==> src/rtl/sdl_pkg.sv <==
package sdl_pkg;
    localparam int SYNC_DEPTH = 2;

    typedef enum logic [1:0] {
        ST_IDLE   = 2'd0,
        ST_ARMED  = 2'd1,
        ST_COMMIT = 2'd2
    } ldr_state_e;
endpackage

==> src/rtl/sdl_sync.sv <==
module sdl_sync #(
    parameter int WIDTH = 4
) (
    input  logic             clk,
    input  logic             rst_n,
    input  logic [WIDTH-1:0] async_i,
    output logic [WIDTH-1:0] sync_o
);
    import sdl_pkg::*;

    logic [WIDTH-1:0] stage_q [SYNC_DEPTH];

    generate
        for (genvar s = 0; s < SYNC_DEPTH; s++) begin : g_stage
            always_ff @(posedge clk or negedge rst_n) begin
                if (!rst_n) begin
                    stage_q[s] <= '0;
                end else if (s == 0) begin
                    stage_q[s] <= async_i;
                end else begin
                    stage_q[s] <= stage_q[(s == 0) ? 0 : s-1];
                end
            end
        end
    endgenerate

    assign sync_o = stage_q[SYNC_DEPTH-1];
endmodule

==> src/rtl/sdl_ctrl.sv <==
module sdl_ctrl #(
    parameter int         ADDR_W  = 3,
    parameter logic [2:0] MY_ADDR = 3'b010
) (
    input  logic                clk,
    input  logic                rst_n,
    input  logic [ADDR_W-1:0]   addr_i,
    input  logic                sel_s,
    input  logic                sclk_s,
    input  logic                ctrl_bit_i,
    output logic                shift_en_o,
    output logic                commit_o,
    output sdl_pkg::ldr_state_e state_o
);
    import sdl_pkg::*;

    ldr_state_e state_q, state_d;
    logic       sel_prev_q, sclk_prev_q;
    logic       hit, sel_rise, sclk_rise;

    assign hit       = (addr_i == MY_ADDR[ADDR_W-1:0]);
    assign sel_rise  = sel_s & ~sel_prev_q;
    assign sclk_rise = sclk_s & ~sclk_prev_q;

    always_ff @(posedge clk or negedge rst_n) begin
        if (!rst_n) begin
            sel_prev_q  <= 1'b0;
            sclk_prev_q <= 1'b0;
        end else begin
            sel_prev_q  <= sel_s;
            sclk_prev_q <= sclk_s;
        end
    end

    // state register
    always_ff @(posedge clk or negedge rst_n) begin
        if (!rst_n) state_q <= ST_IDLE;
        else        state_q <= state_d;
    end

    // next-state logic
    always_comb begin
        state_d = state_q;
        unique case (state_q)
            ST_IDLE:   if (hit) state_d = ST_ARMED;
            ST_ARMED: begin
                if (!hit)                       state_d = ST_IDLE;
                else if (sel_rise && ctrl_bit_i) state_d = ST_COMMIT;
            end
            ST_COMMIT: state_d = hit ? ST_ARMED : ST_IDLE;
            default:   state_d = ST_IDLE;
        endcase
    end

    // outputs
    always_comb begin
        shift_en_o = 1'b0;
        commit_o   = 1'b0;
        unique case (state_q)
            ST_IDLE:   ;
            ST_ARMED:  shift_en_o = hit && sclk_rise && !sel_rise;
            ST_COMMIT: commit_o = 1'b1;
            default:   ;
        endcase
    end

    assign state_o = state_q;
endmodule

==> src/rtl/sdl_frame.sv <==
module sdl_frame #(
    parameter int R_W = 14,
    parameter int N_W = 10,
    parameter int A_W = 7
) (
    input  logic           clk,
    input  logic           rst_n,
    input  logic           shift_en_i,
    input  logic           bit_i,
    input  logic           commit_i,
    output logic           ctrl_bit_o,
    output logic [R_W-1:0] r_o,
    output logic [N_W-1:0] n_o,
    output logic [A_W-1:0] a_o
);
    localparam int FRAME_W = R_W + N_W + A_W + 1;
    localparam int A_LO    = 1;
    localparam int N_LO    = A_LO + A_W;
    localparam int R_LO    = N_LO + N_W;

    logic [FRAME_W-1:0] frame_q;

    always_ff @(posedge clk or negedge rst_n) begin
        if (!rst_n)          frame_q <= '0;
        else if (shift_en_i) frame_q <= {frame_q[FRAME_W-2:0], bit_i};
    end

    always_ff @(posedge clk or negedge rst_n) begin
        if (!rst_n) begin
            r_o <= '0;
            n_o <= '0;
            a_o <= '0;
        end else if (commit_i) begin
            r_o <= frame_q[R_LO +: R_W];
            n_o <= frame_q[N_LO +: N_W];
            a_o <= frame_q[A_LO +: A_W];
        end
    end

    assign ctrl_bit_o = frame_q[0];
endmodule

==> src/rtl/sdl_top.sv <==
module sdl_top #(
    parameter int         ADDR_W  = 3,
    parameter logic [2:0] MY_ADDR = 3'b010,
    parameter int         R_W     = 14,
    parameter int         N_W     = 10,
    parameter int         A_W     = 7
) (
    input  logic              clk,
    input  logic              rst_n,
    input  logic [ADDR_W-1:0] addr_i,
    input  logic              sel_i,
    input  logic              sclk_i,
    input  logic              sdat_i,
    input  logic              lock_det_i,
    output logic [R_W-1:0]    r_div_o,
    output logic [N_W-1:0]    n_div_o,
    output logic [A_W-1:0]    a_div_o,
    output logic              lock_flag_o,
    output logic              fault_o
);
    import sdl_pkg::*;

    logic [3:0] sync_vec;
    logic       shift_en, commit, ctrl_bit;
    ldr_state_e st;

    sdl_sync #(.WIDTH(4)) u_sync (
        .clk     (clk),
        .rst_n   (rst_n),
        .async_i ({lock_det_i, sel_i, sclk_i, sdat_i}),
        .sync_o  (sync_vec)
    );

    sdl_ctrl #(.ADDR_W(ADDR_W), .MY_ADDR(MY_ADDR)) u_ctrl (
        .clk        (clk),
        .rst_n      (rst_n),
        .addr_i     (addr_i),
        .sel_s      (sync_vec[2]),
        .sclk_s     (sync_vec[1]),
        .ctrl_bit_i (ctrl_bit),
        .shift_en_o (shift_en),
        .commit_o   (commit),
        .state_o    (st)
    );

    sdl_frame #(.R_W(R_W), .N_W(N_W), .A_W(A_W)) u_frame (
        .clk        (clk),
        .rst_n      (rst_n),
        .shift_en_i (shift_en),
        .bit_i      (sync_vec[0]),
        .commit_i   (commit),
        .ctrl_bit_o (ctrl_bit),
        .r_o        (r_div_o),
        .n_o        (n_div_o),
        .a_o        (a_div_o)
    );

    assign lock_flag_o = sync_vec[3];
    assign fault_o     = ~sync_vec[3];
endmodule

==> config.mk <==
export PLATFORM = sky130hd
export DESIGN_NAME = sdl_top
export DESIGN_NICKNAME = d
export VERILOG_FILES = /design/src/rtl/sdl_pkg.sv /design/src/rtl/sdl_sync.sv /design/src/rtl/sdl_ctrl.sv /design/src/rtl/sdl_frame.sv /design/src/rtl/sdl_top.sv
export SDC_FILE = /design/constraint.sdc
export NUM_CORES = 1
export LEC_CHECK = 0
export ABC_AREA = 0
export BUFFER_PORTS_ARGS = -buffer_cell sky130_fd_sc_hd__buf_2
export CORE_MARGIN = 4
export CORE_UTILIZATION = 40
export CTS_CLUSTER_SIZE = 14
export DETAILED_ROUTE_END_ITERATION = 10
export PLACE_DENSITY_LB_ADDON = 0.3
export SYNTH_ARGS = -nofsm -noshare
export SYNTH_HDL_FRONTEND = slang
export SYNTH_SLANG_ARGS = --single-unit
export TNS_END_PERCENT = 5
==> constraint.sdc <==
create_clock -name clk -period 1.4 [get_ports clk]
set_clock_uncertainty 0.05 [all_clocks]
set_input_delay 0.07 -clock clk [delete_from_list [all_inputs] [get_ports clk]]
set_output_delay 0.07 -clock clk [all_outputs]
set_load 0.01 [all_outputs]
Yosys cells after proc, flatten, opt, wreduce, memory -nomap -nowiden
Cells that the tools add are included.

Output and inout bits: 33. Bits in registers: 75. Bits of input ports: 9. Word-level logic and storage cells: 32.

Reduce and logical (&&, ||, !) cells: 6. Bitwise logic cells: 5. Mux-type cells: 7. Equality and inequality tests: 5.

Operators by type and width (count): $mux 2 (3); $pmux 2 s3 (1); $eq 3x2->1 const B (1); $logic_and 1x1->1 (3); $mux 1 (3); $ne 3x3->1 const B (1); $not 1->1 (3); $and 1x1->1 (2); $eq 2x1->1 const B (1); $eq 2x2->1 const B (1); $logic_not 2->1 (1); $ne 2x1->1 const B (1); $reduce_and 2->1 (1); $logic_not 1->1 (1).

Longest topological paths before layout
Depth after elaboration: 6. Mapped depth: 4. Depth with buffers taken out: 3.

Hierarchy
Synthesis repeated with hierarchy kept, for this count alone.

Cells, all modules: 160. Area, all modules: 2916.5 µm².

By module, submodules not included: sdl_frame (seq. area each 1576.5 µm², area each 2499.9 µm², instances 1, cells each 133); sdl_sync (seq. area each 200.2 µm², area each 230.2 µm², instances 1, cells each 12); sdl_ctrl (seq. area each 100.1 µm², area each 182.7 µm², instances 1, cells each 14); sdl_top (seq. area each 0.0 µm², area each 3.8 µm², instances 1, cells each 1).

Least setup slack after synthesis
OpenSTA, ideal clock, no wires.

Path type: register to register. Start: register u_ctrl.state_q[1] (netlist: u_ctrl.state_o[1]). End: register u_frame.frame_q[15]. Buffers on the path: 1. Library setup time: 0.125 ns. Slack: 0.000 ns. Data required time: 1.225 ns. Period minus slack after synthesis: 1.400 ns. Stages on the path, launching flop included: 5. Arrival time: 1.225 ns. Path through: dfrtp_1 and2b_1 o2111ai_4 buf_6 mux2_4.

Word-level cells in the longest chain between the ends: 2.

RTL lines: start: declaration (RTL line sdl_ctrl.sv:17) `ldr_state_e state_q, state_d;`; start signal: assignment (RTL line sdl_ctrl.sv:38) `else state_q <= state_d;`; $eq 2x1->1 (RTL line sdl_ctrl.sv:59) `unique case (state_q)`; $mux 1 (RTL line sdl_ctrl.sv:59); end signal: assignment (RTL line sdl_frame.sv:25) `else if (shift_en_i) frame_q <= {frame_q[FRAME_W-2:0], bit_i};`; end: declaration (RTL line sdl_frame.sv:21) `logic [FRAME_W-1:0] frame_q;`.

No other way between the ends. A chain may end at the register's enable or synchronous reset.

Worst setup path in the final report
Start: register u_ctrl.state_q[0] (netlist: u_ctrl.state_o[0]). End: register u_frame.frame_q[13].

Same word-level chain as after synthesis.

==> impl_metrics.tcl <==
set metrics [dict create \
    status "complete, but fails checks" \
    failed_checks "setup timing" \
    grt_pass1_wl_mm 7.51 \
    core_um2 6760 \
    synth-seq-cells 75 \
    period_share 1.03 \
    drive_above_1_share 0.590 \
    finalPower_mw 3.82 \
    hpwlAfterDp_mm 2.80 \
    setup_slack_ns -0.0366 \
    cts.repair_timing.setup_buffer_count 0 \
    wl_per_cell_um 14.7 \
    final_nets 222 \
    antenna_found_initial 0 \
    syn_area_um2 2780 \
    start_util 0.411 \
    endpoint_kind "flip-flop" \
    cts_tree "yes" \
    dp_slack_ns -0.0229 \
    synth_warnings 0 \
    syn-num-nets 164 \
    cts.path.max_buffers 2 \
    worstPathRequired_ns 1.58 \
    overflow 0 \
    drc_errors 0 \
    tns_ns -0.606 \
    hold_ws_ns 0.0245 \
    hold_class "input pin to flip-flop" \
    viasPerCell 4.83 \
    power.density_nw_per_um2 1140 \
    worst_pin_slew_ns 0.412 \
    syn_avg_cell_area_um2 17.9 \
    slew_headroom 0.725 \
    die_area_um2 8330 \
    cap_violations 0 \
    top_usage_layer "met2" \
    rrSetupSlack_ns -0.04 \
    vias 1435 \
    multi_input_area_um2 847 \
    drt_iter0_drc 46 \
    dr.pass1.iters 4 \
    syn2layout_area_growth_pct 20.9 \
    critical_path_class "flip-flop to flip-flop" \
    ys_types 14 \
    gr-usage-met3 0.0423 \
    io_buffers 41 \
    yosysSeqAreaShare 0.676 \
    setup_violations 32 \
    clk_latency_ns 0.34 \
    maxSlewViolCount 0 \
    period_minus_slack_ns 1.44 \
    ctsHtreeMaxLevel 3 \
    cts_root_buf "clkbuf_8" \
    cellLeakagePower_nw 1.86 \
    num_antenna_cells 0 \
    grt_max_degree 34 \
    die_y_um 91.3 \
    row_count 30 \
    clk_pin_slew_ns 0.07 \
    cp.arrival_ns 1.61 \
    grt_use_met1 0.152 \
    fmax_mhz 696 \
    ios 42 \
    fin_util 0.496 \
    hold_violations 0 \
    clock-sinks 75 \
    grtUsageMet2 0.169 \
    cp-start-kind "flip-flop" \
    numCtsBuffers 9 \
    grt.total_usage 0.118 \
    cp_max_fo 24 \
    die_x_um 91.3 \
    routabilityCongestion 0.691 \
    vdd_drop_max_v 0.000576 \
    rsz0062_at_grt "yes" \
    regArea_um2 1880 \
    grt_pass1_vias 1500 \
    antenna_left 0 \
    synthCells 155 \
    fillers 594 \
    routed_wl_mm 4.36 \
]
layout make-up:
type	instances	share of cell area
clock buffer	12	0.0403
clock inverter	3	0.0119
inverter	2	0.00224
multi-input combinational	72	0.253
sequential	75	0.559
tap	80	0.0298
timing repair buffer	53	0.104
metrics by stage:
stage,instances,cell area (um^2)
final,297,3350
after detailed placement,277,3120
after floorplan,155,2780
after global routing,297,3350
after CTS,297,3350
after global placement,277,3120
critical path: stages, from the launching register on:
cell	delay (ns)
dfrtp_1	0.38
and2b_2	0.23
o2111ai_4	0.09
buf_12	0.22
mux2_2	0.36
what timing repair did:
| item | 4_1_cts | 5_1_grt |
|---|---|---|
| endpoints found under the hold margin | 79 | 0 |
| cloned | 0 | 0 |
| endpoints found under the setup margin | 32 | 63 |
| resized for setup | 1 | 1 |
| hold buffers | 5 | 0 |
cell usage in the layout (no fill, tap or decap), types with 2 or more instances in the layout:
cell type      instances
buf_4                  5
buf_12                 3
dlygate4sd3_1          5
dfrtp_1               75
mux2_2                52
clkinv_2               2
buf_2                 40
clkbuf_8               9
mux2_4                11
clkbuf_1               3
inv_1                  2
cells by family after synthesis:
group | count (synthesis) | synth area share
DFF | 75 | 0.676
muxes | 63 | 0.269
buffers and inverters | 8 | 0.0203
and+or+nand+nor | 7 | 0.0230
AOI/OAI and AO/OA | 2 | 0.0113
worst paths after layout:
| kind | start | endpoint | depth (start not counted) |
|---|---|---|---|
| max | u_ctrl.state_o[0] | u_frame.frame_q[13] | 4 |
| min | addr_i[2] | u_ctrl.state_o[1] | 3 |
| max reg2reg | u_ctrl.state_o[0] | u_frame.frame_q[13] | 4 |
| min reg2reg | u_sync.stage_q[7] | u_sync.sync_o[3] | 0 |
| max in group asynchronous | rst_n | u_frame.r_o[9] | 3 |
| min in group asynchronous | rst_n | u_frame.frame_q[22] | 2 |
report_power, final:
| part | switching, mW | total, mW | internal [mW] |
|---|---|---|---|
| Sequential | 0.00782 | 2.19 | 2.18 |
| Clock | 0.727 | 1.54 | 0.810 |
| Combinational | 0.0574 | 0.0951 | 0.0376 |
| Total | 0.792 | 3.82 | 3.03 |
registers in the layout (all words and copies together) (netlist names):
signal              flops
u_frame.a_o             7
u_frame.n_o            10
u_ctrl.state_o          2
u_ctrl.sclk_prev_q      1
u_frame.r_o            14
u_ctrl.sel_prev_q       1
u_frame.frame_q        32
u_sync.sync_o           4
u_sync.stage_q          4
synthesized netlist by cell type:
| library cell | n | area [um^2] |
|---|---|---|
| buf_2 | 3 | 15.0 |
| and2b_1 | 2 | 15.0 |
| mux2_4 | 10 | 150 |
| dfrtp_1 | 75 | 1880 |
| o2111ai_4 | 1 | 26.3 |
| and3_2 | 1 | 7.51 |
| o21ai_0 | 1 | 5.00 |
| buf_6 | 3 | 33.8 |
| mux2_2 | 53 | 597 |
| and3b_1 | 1 | 8.76 |
| nand2b_1 | 1 | 6.26 |
| inv_1 | 2 | 7.51 |
| and2_2 | 1 | 7.51 |
| nor3b_4 | 1 | 18.8 |
per-layer routing:
| metal | wire length [um] | vias up |
|---|---|---|
| met2 | 1960 | 32 |
| met3 | 191 | 10 |
| met1 | 2090 | 728 |
| li1 | - | 665 |
| met5 | 0 | - |
| met4 | 115 | 0 |
No activity file was read; power rests on OpenSTA's default activity.
